File: src/rtl/bag_pkg.sv
package bag_pkg;

    localparam int BEAT_W = 5;

    typedef enum logic [1:0] {
        BK_SINGLE     = 2'd0,
        BK_INCR_OPEN  = 2'd1,
        BK_INCR_FIXED = 2'd2,
        BK_WRAP       = 2'd3
    } burst_kind_e;

    typedef struct packed {
        burst_kind_e        kind;
        logic [BEAT_W-1:0]  beats;
    } burst_info_t;

    // beat count chosen by the two upper code bits of a fixed burst
    function automatic logic [BEAT_W-1:0] fixed_beats(input logic [1:0] len_sel);
        logic [BEAT_W-1:0] n;
        case (len_sel)
            2'd1:    n = BEAT_W'(4);
            2'd2:    n = BEAT_W'(8);
            2'd3:    n = BEAT_W'(16);
            default: n = BEAT_W'(1);
        endcase
        return n;
    endfunction

endpackage

File: src/rtl/bag_decode.sv
module bag_decode
    import bag_pkg::*;
(
    input  logic [2:0]   code_i,
    output burst_info_t  info_o
);
    always_comb begin
        info_o.kind  = BK_SINGLE;
        info_o.beats = BEAT_W'(1);
        if (code_i == 3'b000) begin
            info_o.kind  = BK_SINGLE;
            info_o.beats = BEAT_W'(1);
        end else if (code_i == 3'b001) begin
            info_o.kind  = BK_INCR_OPEN;
            info_o.beats = '0;
        end else begin
            info_o.kind  = code_i[0] ? BK_INCR_FIXED : BK_WRAP;
            info_o.beats = fixed_beats(code_i[2:1]);
        end
    end
endmodule

File: src/rtl/bag_addr_next.sv
module bag_addr_next
    import bag_pkg::*;
#(
    parameter int BW = 10
) (
    input  logic [BW-1:0] low_i,
    input  logic [1:0]    size_i,
    input  burst_info_t   info_i,
    output logic [BW-1:0] low_o
);
    logic [BW-1:0] step;
    logic [BW-1:0] blk_mask;
    logic [BW-1:0] sum;

    always_comb begin
        step     = BW'(1) << size_i;
        blk_mask = (BW'(info_i.beats) << size_i) - BW'(1);
        sum      = low_i + step;
        if (info_i.kind == BK_WRAP)
            low_o = (low_i & ~blk_mask) | (sum & blk_mask);
        else
            low_o = sum;
    end
endmodule

File: src/rtl/bag_beat_ctrl.sv
module bag_beat_ctrl
    import bag_pkg::*;
#(
    parameter int AW = 32,
    parameter int BW = 10
) (
    input  logic          clk,
    input  logic          rst,
    input  logic          start_i,
    input  logic [AW-1:0] start_addr_i,
    input  logic [2:0]    code_i,
    input  burst_info_t   info_i,
    input  logic [1:0]    size_i,
    input  logic          write_i,
    input  logic          ready_i,
    input  logic          stop_i,
    input  logic [BW-1:0] next_low_i,
    output logic          valid_o,
    output logic [AW-1:0] addr_o,
    output logic          first_o,
    output logic          last_o,
    output burst_info_t   info_o,
    output logic [1:0]    size_o,
    output logic [2:0]    code_o,
    output logic          write_o
);
    logic              active_q;
    logic [AW-1:0]     addr_q;
    logic [BEAT_W-1:0] cnt_q;
    logic              first_q;
    burst_info_t       info_q;
    logic [1:0]        size_q;
    logic [2:0]        code_q;
    logic              write_q;
    logic              advance;
    logic              finish;
    logic              fixed_last;

    assign fixed_last = active_q && (info_q.kind != BK_INCR_OPEN)
                        && (cnt_q == info_q.beats - BEAT_W'(1));
    assign advance    = active_q && ready_i;
    assign finish     = advance && (fixed_last || (info_q.kind == BK_INCR_OPEN && stop_i));

    always_ff @(posedge clk) begin
        if (rst) begin
            active_q <= 1'b0;
            first_q  <= 1'b0;
            cnt_q    <= '0;
            addr_q   <= '0;
            info_q   <= '{kind: BK_SINGLE, beats: BEAT_W'(1)};
            size_q   <= '0;
            code_q   <= '0;
            write_q  <= 1'b0;
        end else if (!active_q && start_i) begin
            active_q <= 1'b1;
            first_q  <= 1'b1;
            cnt_q    <= '0;
            addr_q   <= start_addr_i;
            info_q   <= info_i;
            size_q   <= size_i;
            code_q   <= code_i;
            write_q  <= write_i;
        end else if (advance) begin
            first_q <= 1'b0;
            if (finish) begin
                active_q <= 1'b0;
            end else begin
                addr_q <= {addr_q[AW-1:BW], next_low_i};
                cnt_q  <= cnt_q + BEAT_W'(1);
            end
        end
    end

    assign valid_o = active_q;
    assign addr_o  = addr_q;
    assign first_o = first_q;
    assign last_o  = fixed_last;
    assign info_o  = info_q;
    assign size_o  = size_q;
    assign code_o  = code_q;
    assign write_o = write_q;

    a_r1_reset_idle: assert property (@(posedge clk) rst |=> !valid_o);

    a_r2_start_load: assert property (@(posedge clk) disable iff (rst)
        (!valid_o && start_i) |=> (valid_o && first_o && addr_o == $past(start_addr_i)));

    a_r3_stall_hold: assert property (@(posedge clk) disable iff (rst)
        (valid_o && !ready_i) |=> (valid_o && $stable(addr_o) && $stable(first_o) && $stable(last_o)));

    a_r11_first_drops: assert property (@(posedge clk) disable iff (rst)
        (valid_o && ready_i && !finish) |=> (valid_o && !first_o));

    a_r10_ctrl_held: assert property (@(posedge clk) disable iff (rst)
        (valid_o && !finish) |=> ($stable(size_o) && $stable(code_o) && $stable(write_o)));
endmodule

File: src/rtl/ahb_burst_agen.sv
module ahb_burst_agen
    import bag_pkg::*;
#(
    parameter int AW = 32,
    parameter int BW = 10
) (
    input  logic          clk,
    input  logic          rst,
    input  logic          start_i,
    input  logic [AW-1:0] start_addr_i,
    input  logic [2:0]    burst_i,
    input  logic [1:0]    size_i,
    input  logic          write_i,
    input  logic          ready_i,
    input  logic          stop_i,
    output logic          valid_o,
    output logic [AW-1:0] addr_o,
    output logic          first_o,
    output logic          last_o,
    output logic [1:0]    size_o,
    output logic [2:0]    burst_o,
    output logic          write_o
);
    burst_info_t   start_info;
    burst_info_t   cur_info;
    logic [BW-1:0] next_low;

    bag_decode u_decode (
        .code_i (burst_i),
        .info_o (start_info)
    );

    bag_addr_next #(.BW(BW)) u_next (
        .low_i  (addr_o[BW-1:0]),
        .size_i (size_o),
        .info_i (cur_info),
        .low_o  (next_low)
    );

    bag_beat_ctrl #(.AW(AW), .BW(BW)) u_ctrl (
        .clk          (clk),
        .rst          (rst),
        .start_i      (start_i),
        .start_addr_i (start_addr_i),
        .code_i       (burst_i),
        .info_i       (start_info),
        .size_i       (size_i),
        .write_i      (write_i),
        .ready_i      (ready_i),
        .stop_i       (stop_i),
        .next_low_i   (next_low),
        .valid_o      (valid_o),
        .addr_o       (addr_o),
        .first_o      (first_o),
        .last_o       (last_o),
        .info_o       (cur_info),
        .size_o       (size_o),
        .code_o       (burst_o),
        .write_o      (write_o)
    );

    a_r9_upper_frozen: assert property (@(posedge clk) disable iff (rst)
        (valid_o && !first_o) |-> (addr_o[AW-1:BW] == $past(addr_o[AW-1:BW])));

    a_r7_open_no_last: assert property (@(posedge clk) disable iff (rst)
        (valid_o && burst_o == 3'b001) |-> !last_o);

    a_r4_incr_step: assert property (@(posedge clk) disable iff (rst)
        ($past(valid_o && ready_i) && valid_o && !first_o && burst_o[0])
        |-> (addr_o[BW-1:0] == BW'($past(addr_o[BW-1:0]) + (BW'(1) << size_o))));
endmodule

File: config.mk
export PLATFORM = sky130hd
export DESIGN_NAME = ahb_burst_agen
export DESIGN_NICKNAME = d
export VERILOG_FILES = /design/src/rtl/bag_pkg.sv /design/src/rtl/bag_decode.sv /design/src/rtl/bag_addr_next.sv /design/src/rtl/bag_beat_ctrl.sv /design/src/rtl/ahb_burst_agen.sv
export SDC_FILE = /design/constraint.sdc
export NUM_CORES = 1
export LEC_CHECK = 0
export ABC_AREA = 1
export BUFFER_PORTS_ARGS = -buffer_cell sky130_fd_sc_hd__buf_4
export CORE_MARGIN = 2
export CORE_UTILIZATION = 40
export DETAILED_ROUTE_END_ITERATION = 8
export GPL_TIMING_DRIVEN = 0
export PLACE_DENSITY = 0.65
export SLEW_MARGIN = 5
export SYNTH_ARGS = -nofsm -noshare
export SYNTH_HDL_FRONTEND = slang
export SYNTH_SLANG_ARGS = --single-unit
File: constraint.sdc
create_clock -name clk -period 5.67 [get_ports clk]
set_input_delay 0.567 -clock clk [delete_from_list [all_inputs] [get_ports clk]]
set_output_delay 0.567 -clock clk [all_outputs]
set_load 0.02 [all_outputs]
==> key figures, run 1 <==
Pwr
  • Reg power frac: 47.1%
  • Combinational share of power: 25.8%
  • Total chip power: 0.8625 mW
  • Clock power frac: 27.1%
  • Power Density: 250.2 mW/mm²
  • Switching pwr: 0.2895 mW
  • Static leakage: 1.675 nW
  • Sw frac: 33.57%
  • Peak VDD IR: 0.1168 mV
  • Int Power: 0.5729 mW

Logic synthesis
  • Ys async rst share: 0%
  • Library cells used by synthesis: 35
  • Synth warn: 0
  • Post-synth EDFFs: 0
  • Part of the Yosys area used for sequential elements: 38.80%
  • Post-synthesis average cell area: 7.131 µm²
  • Mapped cell area: 0.002631 mm²
  • Post-synth top flop: dfxtp_1
  • Post-Synthesis Cells: 369
  • Post-Syn Nets: 419
  • FF+latch count, synth: 51

CTS
  • Clk root buf: clkbuf_8
  • Clk_lat worst skew: 0.32 ns
  • CTS Buf Count: 5
  • Worst-path clk slew: 0.12 ns
  • Clk sink count: 51
  • CTS tree: built
  • Clk buf depth: 2
  • Cts repair resizes: 0
  • Post-CTS Setup Bufs: 0
  • Cts hold-fix bufs: 0
  • CTS H-tree depth: 2

Finish
  • N_diodes: 0
  • Share of post-route cells with drive strength above 1: 24.57%
  • Commonest non-fill, non-tap cell in the layout: nand2_1
  • Nets: 509
  • Fillers: 617
  • Area grow syn2layout: 31.00%
  • Most frequent cells in the layout: nand2_1, buf_4, dfxtp_1

Global routing
  • Vias in the first global route: 2514
  • Gr ovfl total: 0
  • Initial antenna violation count: 0
  • First-pass GRT wire length: 11.46 mm
  • Gr usage total: 19.18%
  • M1 GR Usage: 24.95%
  • Met2 Track Usage GR: 32.03%
  • Met3 Track Usage GR: 5.642%
  • Grt peak-use layer: met2
  • Largest net degree at the start of global routing: 19

STA
  • Slew @ Worst Pin: 0.5071 ns
  • Final slew viol count: 0
  • Number of setup violations in the final report: 0
  • Tmin final: 2.562 ns
  • Clock skew: 0.01700 ns
  • Final hold vios: 0
  • Rel. slew slack: 66.20%
  • Fmax: 0.3903 GHz
  • Crit share post-route: 45.19%
  • RSZ-0062 raised after global routing: no
  • Setup TNS: 0 ns

Detailed routing
  • Wirelength per Cell: 12.71 µm
  • Post-route ant nets: 0
  • Via density: 4.987
  • DR iter-0 viols: 114
  • Remaining DRCs: 0
  • Routed WL: 6.826 mm
  • Via count: 2678
  • Pre-antenna DRT Iters: 4

Place
  • Port bufs: 83
  • Hpwl dp: 5.293 mm
  • Placer Congestion: 0.8655

Worst setup path
  • CP Launch Type: register
  • Setup crit end kind: register
  • Crit Path Class: reg2reg
  • Worst-path fanout max: 10
  • Worst EP arrival: 2.77 ns
  • Critical Path RT: 5.88 ns

Floorplanning
  • Die width: 85.11 µm
  • Die height: 85.11 µm
  • Row count: 29
  • Core area: 0.006350 mm²
  • Num ports: 84
  • Starting density of the core: 41.44%
  • Total Die Area: 0.007243 mm²

Run status
  • Result of the run: finished, final reports clean

Hold path
  • Worst hold path type: in2reg

Run
  • Max Cap Viol: 0
logic make-up after synthesis:
| group | count (synthesis) | share of synthesized area (%) |
|---|---|---|
| adders and majority gates | 7 | 3.614 |
| and+or+nand+nor | 181 | 29.39 |
| xor gates and xnor gates | 3 | 0.9988 |
| muxes | 2 | 0.7608 |
| DFF | 51 | 38.80 |
| buffers and inverters | 51 | 7.941 |
| AOI/OAI and AO/OA | 74 | 18.50 |
cell usage after synthesis (4+ instances only):
library cell    n  area share, %
inv_2           6           0.86
o21ai_0        17            3.2
nand4_1         5            1.2
ha_1            6            2.9
dfxtp_1        51             39
nor2_1         40            5.7
a22o_1         24            8.0
nand2_1       100             14
clkbuf_1        4           0.57
inv_1          33            4.7
a21oi_1        21            4.0
nand3_1        25            4.8
routing by layer:
metal / part of all wire, % / vias to the layer above / wire [µm]
met5: 0 / - / 0
met4: 0.67 / 0 / 46
met3: 7.7 / 7 / 527
met2: 47 / 77 / 3239
met1: 44 / 1198 / 3013
li1: - / 1396 / -
critical path, stage by stage, from the launching register on:
cell	delay (ns)
dfxtp_1	0.33
buf_4	0.16
nor2_1	0.12
ha_1	0.21
inv_1	0.07
fa_1	0.41
o21ai_0	0.33
nand2_1	0.08
nor2_1	0.29
nand2_1	0.11
nand2_1	0.07
nor2_1	0.03
a21boi_0	0.16
a21oi_1	0.08
power by group through the flow:
| stage | Clock (mW) | Combinational, mW | Sequential, mW |
|---|---|---|---|
| after global placement | 0 | 0.221 | 0.414 |
| after CTS | 0.236 | 0.225 | 0.406 |
| final | 0.234 | 0.223 | 0.406 |
| after global routing | 0.253 | 0.250 | 0.410 |
| after floorplan | 0 | 0.114 | 0.437 |
| after detailed placement | 0 | 0.225 | 0.413 |
per-stage QoR:
stage	util (%)	setup slack [ns]	hold WS (ns)	cells	cell area [µm²]
after CTS	54.29	3.121	0.4423	537	3447
after global placement	52.77	3.210	0.4323	529	3351
after detailed placement	52.77	3.142	0.4399	529	3351
after floorplan	-	3.426	0.4588	369	2631
after global routing	54.29	2.858	0.4488	537	3447
final	54.29	3.108	0.4402	537	3447
area by class of cell:
type	count	area, µm²	area share (%)
Sequential cell	51	1021	29.62
Clock inverter	3	27.53	0.7985
Buffer	11	58.81	1.706
Inverter	40	150.1	4.356
Timing Repair Buffer	83	623.1	18.08
Multi-Input combinational cell	267	1401	40.65
Clock buffer	5	68.82	1.996
Tap cell	77	96.34	2.795
worst paths after layout:
path                                      start                       endpoint  slack (ns)  depth (start not counted)
setup / recovery  u_ctrl.size_o[0]$_SDFFE_PP0P_                       register        3.11                         13
setup reg to reg  u_ctrl.size_o[0]$_SDFFE_PP0P_                       register        3.11                         13
hold / removal                        size_i[0]  u_ctrl.size_o[0]$_SDFFE_PP0P_        0.44                          3
hold reg to reg   u_ctrl.code_o[2]$_SDFFE_PP0P_  u_ctrl.code_o[2]$_SDFFE_PP0P_        0.45                          2
(Power assumes the default switching activity.)
==> run 2, diff against run 1 <==
- PLACE_DENSITY: 0.65 -> 0.68
- clock period: 5.67 -> 2.23 ns (I/O delays scaled with it)
==> key figures, run 2 (same netlist as run 1, synthesis figures left out) <==
Floorplanning
  • Die width: 85.11 µm
  • Total Die Area: 0.007243 mm²
  • Row count: 29
  • Num ports: 84
  • Starting density of the core: 41.44%
  • Core area: 0.006350 mm²
  • Die height: 85.11 µm

Worst setup path
  • Crit-path cells: inv_2 -> ha_1 -> nand2_1 -> inv_1 -> nor2_1 -> nand2_1 -> nor2_2 -> nand3_2 -> inv_1 -> buf_4
  • CP Launch Type: register
  • Worst EP arrival: 1.87 ns
  • Slowest stage delay, CP: 0.41 ns
  • Worst-path fanout max: 6
  • R2r worst-path depth: 13
  • Critical Path RT: 2.01 ns
  • Crit-path slowest cell: dfxtp_2
  • Buffers & Inverters on Critical Path: 4
  • R2r setup slk: 0.15 ns
  • Top Family by Delay on Critical Path: simple AND/OR/NAND/NOR gates
  • FF-to-FF Start: u_ctrl.size_o[0]$_SDFFE_PP0P_
  • Setup crit end kind: primary output
  • Crit Path Class: reg2out

Run status
  • Result of the run: finished, final reports clean

Run
  • Max Cap Viol: 0

Hold path
  • Worst hold path type: in2reg
  • Min-Delay Startpoint: rst
  • WHS Path Cells: 2

Finish
  • Commonest non-fill, non-tap cell in the layout: nand2_1
  • N_diodes: 0
  • Nets: 511
  • Share of post-route cells with drive strength above 1: 26.46%
  • Most frequent cells in the layout: nand2_1, buf_4, dfxtp_1
  • Area grow syn2layout: 32.86%

Place
  • Port bufs: 83
  • Hpwl dp: 5.184 mm
  • Placer Congestion: 0.8637

Pwr
  • Static leakage: 1.691 nW
  • Power Density: 644.4 mW/mm²
  • Peak VDD IR: 0.3509 mV
  • Int Power: 1.556 mW
  • Combinational share of power: 25.5%
  • Switching pwr: 0.6964 mW
  • Clock power frac: 28.6%
  • Sw frac: 30.91%
  • Total chip power: 2.253 mW
  • Reg power frac: 45.9%

Detailed routing
  • Pre-antenna DRT Iters: 4
  • Remaining DRCs: 0
  • Routed WL: 6.724 mm
  • Via count: 2726
  • Post-route ant nets: 0
  • Via density: 5.067
  • Wirelength per Cell: 12.50 µm
  • DR iter-0 viols: 144

STA
  • Rel. slew slack: 67.89%
  • Clock skew: 0.005684 ns
  • Min Hold Slack: 0.1062 ns
  • Number of setup violations in the final report: 0
  • Slew @ Worst Pin: 0.4817 ns
  • Fmax: 0.4781 GHz
  • Crit share post-route: 93.79%
  • Final hold vios: 0
  • Final slew viol count: 0
  • Setup TNS: 0 ns
  • Tmin final: 2.092 ns

Global routing
  • Largest net degree at the start of global routing: 16
  • Initial antenna violation count: 0
  • Gr ovfl total: 0
  • Vias in the first global route: 2552
  • Gr usage total: 18.67%
  • First-pass GRT wire length: 11.12 mm

CTS
  • Worst-path clk slew: 0.09 ns
  • Clk sink count: 51
  • Clk_lat worst skew: 0.31 ns
  • CTS Buf Count: 5
  • Clk buf depth: 2
  • Clk root buf: clkbuf_8
  • CTS tree: built
  • CTS H-tree depth: 2
  • Cts hold-fix bufs: 0
==> run 2: cell count changes in the layout (fill, tap and decap cells not counted), sizes merged <==
| cell | delta |
|---|---|
| buf | +2 |
| inv | -2 |
| bufinv | +1 |
==> run 2: area by class of cell <==
| cell class | instances | area (µm²) |
|---|---|---|
| multi-input combinational | 267 | 1423 |
| inverter | 40 | 150.1 |
| clock buffer | 5 | 68.82 |
| tap | 77 | 96.34 |
| fill | 592 | 2854 |
| timing repair buffer | 85 | 638.1 |
| clock inverter | 2 | 37.54 |
| sequential | 51 | 1023 |
| buffer | 11 | 58.81 |
==> run 2: power by group through the flow <==
stage	Clock (mW)	Combinational, mW	Sequential [mW]
CTS	0.652	0.573	1.03
global route	0.689	0.639	1.04
detailed placement	0	0.568	1.05
finish	0.645	0.574	1.03
global placement	0	0.560	1.05
floorplan	0	0.289	1.11
==> run 2: timing repair <==
action	in CTS	in global routing
pin swaps	0	2
setup endpoints to repair	2	6
gates cloned	0	0
setup buffers	0	2
resized for setup	5	4
==> run 2: worst max-delay path by stage <==
stage | from | depth (start not counted) | slack, ns | to
floorplan | u_ctrl.size_o[0]$_SDFFE_PP0P_ | 13 | 0.05 | register
CTS | u_ctrl.info_o[0]$_SDFFE_PP1P_ | 10 | 0.05 | last_o
global route | u_ctrl.size_o[1]$_SDFFE_PP0P_ | 15 | -0.001 | register
global placement | u_ctrl.size_o[0]$_SDFFE_PP0P_ | 13 | -0.13 | register
finish | u_ctrl.info_o[0]$_SDFFE_PP1P_ | 10 | 0.14 | last_o
detailed placement | u_ctrl.size_o[0]$_SDFFE_PP0P_ | 13 | -0.15 | register
==> run 2: metrics by stage <==
| stage | worst slack, ns | area, µm² | cells | utilization, % |
|---|---|---|---|---|
| after floorplan | 0.04914 | 2631 | 369 | - |
| after global placement | -0.1335 | 3351 | 529 | 52.77 |
| after detailed placement | -0.1479 | 3351 | 529 | 52.77 |
| after CTS | 0.04928 | 3473 | 536 | 54.70 |
| after global routing | -0.001136 | 3496 | 538 | 55.05 |
| final | 0.1384 | 3496 | 538 | 55.05 |
==> run 2: per-layer routing <==
metal  up-vias  share of wire [%]  routed length, µm  GRT usage, %
met3         8                8.4                565         6.226
met2        81                 47               3151         31.32
met4         0                1.1                 72         5.051
li1       1403                  -                  -             -
met1      1234                 44               2935         22.95
met5         -                  0                  0             0
==> run 3, diff against run 2 <==
--- a/config.mk
+++ b/config.mk
@@ -10,4 +10,5 @@
 export CORE_MARGIN = 2
 export CORE_UTILIZATION = 40
+export CTS_BUF_LIST = sky130_fd_sc_hd__clkbuf_4 sky130_fd_sc_hd__clkbuf_8 sky130_fd_sc_hd__clkbuf_16
 export DETAILED_ROUTE_END_ITERATION = 8
 export GPL_TIMING_DRIVEN = 0
==> constraint.sdc (replaced) <==
create_clock -name clk -period 2.23 [get_ports clk]
set_input_delay 0.5575 -clock clk [delete_from_list [all_inputs] [get_ports clk]]
set_output_delay 0.5575 -clock clk [all_outputs]
set_load 0.02 [all_outputs]
==> key figures, run 3 (same netlist as run 1, synthesis figures left out) <==
Worst setup path
  • FF-to-FF Start: u_ctrl.info_o[2]$_SDFFE_PP0P_
  • Setup crit end kind: primary output
  • Crit Path Class: reg2out
  • Crit path capture: last_o
  • R2r worst-path depth: 15
  • Critical Path Start: u_ctrl.info_o[2]$_SDFFE_PP0P_
  • Worst-path fanout max: 5
  • Critical Path RT: 1.67 ns
  • Worst EP arrival: 1.65 ns
  • CP Launch Type: register
  • R2r setup slk: 0.11 ns

Pwr
  • Static leakage: 1.717 nW
  • Int Power: 1.573 mW
  • Sw frac: 31.08%
  • Reg power frac: 45.2%
  • Total chip power: 2.283 mW
  • Switching pwr: 0.7095 mW
  • Clock power frac: 28.3%
  • Peak VDD IR: 0.3517 mV
  • Combinational share of power: 26.5%
  • Power Density: 639.0 mW/mm²

CTS
  • CTS Buf Count: 5
  • Worst-path clk slew: 0.09 ns
  • Clk sink count: 51
  • Clk buf depth: 2
  • CTS H-tree depth: 2
  • Clk root buf: clkbuf_8
  • Cts hold-fix bufs: 0
  • Clk_lat worst skew: 0.31 ns
  • CTS tree: built

Global routing
  • Gr ovfl total: 0
  • First-pass GRT wire length: 11.41 mm
  • Largest net degree at the start of global routing: 16
  • Gr usage total: 19.16%
  • Vias in the first global route: 2599
  • Initial antenna violation count: 0

Floorplanning
  • Core area: 0.006350 mm²
  • Starting density of the core: 41.44%
  • Die width: 85.11 µm
  • Total Die Area: 0.007243 mm²
  • Num ports: 84
  • Row count: 29
  • Die height: 85.11 µm

Finish
  • Nets: 517
  • Share of post-route cells with drive strength above 1: 28.69%
  • Fin area: 0.003572 mm²
  • Post-Route Utilization: 56.26%
  • N_diodes: 0
  • Non-Filler Instances: 544
  • Most frequent cells in the layout: nand2_1, buf_4, dfxtp_1
  • Area grow syn2layout: 35.76%
  • Commonest non-fill, non-tap cell in the layout: nand2_1
  • Fillers: 586

Place
  • Port bufs: 83
  • Hpwl dp: 5.184 mm
  • Post-DP Area: 0.003351 mm²
  • Placed cells: 529
  • Dpl ws: -0.1479 ns
  • Placer Congestion: 0.8637

STA
  • RSZ-0062 raised after global routing: yes
  • Final slew viol count: 0
  • Final hold vios: 0
  • Crit share post-route: 98.84%
  • Min Hold Slack: 0.4412 ns
  • Number of setup violations in the final report: 0
  • Fmax: 0.4537 GHz
  • Rel. slew slack: 66.84%
  • Final worst slack: 0.02586 ns
  • Clock skew: 0.005944 ns
  • Setup TNS: 0 ns
  • Slew @ Worst Pin: 0.4974 ns
  • Tmin final: 2.204 ns

Detailed routing
  • Pre-antenna DRT Iters: 4
  • Post-route ant nets: 0
  • DR iter-0 viols: 174
  • Via count: 2787
  • Via density: 5.123
  • Met3 WL: 607 µm
  • Met2 wire len: 3.248 mm
  • Remaining DRCs: 0
  • Top routing layer in use: met4
  • Routed WL: 6.943 mm
  • Met1 Wirelength: 2.981 mm
  • Wirelength per Cell: 12.76 µm

Hold path
  • Worst hold path type: in2reg
  • Min-Delay Startpoint: size_i[0]

Run
  • Max Cap Viol: 0

Run status
  • Result of the run: finished, final reports clean
run 3: power by group through the flow:
stage	logic [mW]	registers, mW	clock network [mW]
after CTS	0.590	1.03	0.652
after floorplan	0.289	1.11	0
after detailed placement	0.568	1.05	0
after global placement	0.560	1.05	0
after global routing	0.667	1.04	0.689
final	0.604	1.03	0.646
run 3: worst min-delay path by stage:
stage	to	slack [ns]	cells after the start
2_1_floorplan	u_ctrl.cnt_q[4]$_SDFFE_PP0P_	0.46	2
3_3_place_gp	u_ctrl.code_o[2]$_SDFFE_PP0P_	0.43	2
3_5_place_dp	u_ctrl.code_o[2]$_SDFFE_PP0P_	0.44	2
4_1_cts	register	0.44	2
5_1_grt	register	0.43	2
6_report	u_ctrl.size_o[0]$_SDFFE_PP0P_	0.44	3
run 3: area by class of cell:
type	instances	area (µm²)	share of cell area, %
clock buffer	5	68.82	1.926
inverter	40	157.7	4.413
clock inverter	2	37.54	1.051
tap	77	96.34	2.697
sequential	51	1026	28.72
multi-input combinational	267	1440	40.32
buffer	11	58.81	1.646
timing repair buffer	91	686.9	19.23
run 3: critical path, cell delays in order, from the launching register on:
cell and delay, ns:
dfxtp_2 0.36, inv_4 0.05, ha_4 0.23, nand2_2 0.06, inv_2 0.03, nor2_2 0.09
nand2_1 0.07, nor2_2 0.12, nand3_2 0.12, inv_2 0.08, buf_6 0.11
run 3: routing by layer:
layer,track usage [%],up-vias
li1,-,1414
met5,0,-
met3,6.226,10
met2,32.39,87
met1,23.49,1276
met4,5.051,0
run 3: what timing repair did:
action,4_1_cts,5_1_grt
setup buffers,4,4
endpoints found under the hold margin,0,0
pin swaps,1,6
setup endpoints to repair,3,10
resized for setup,12,8
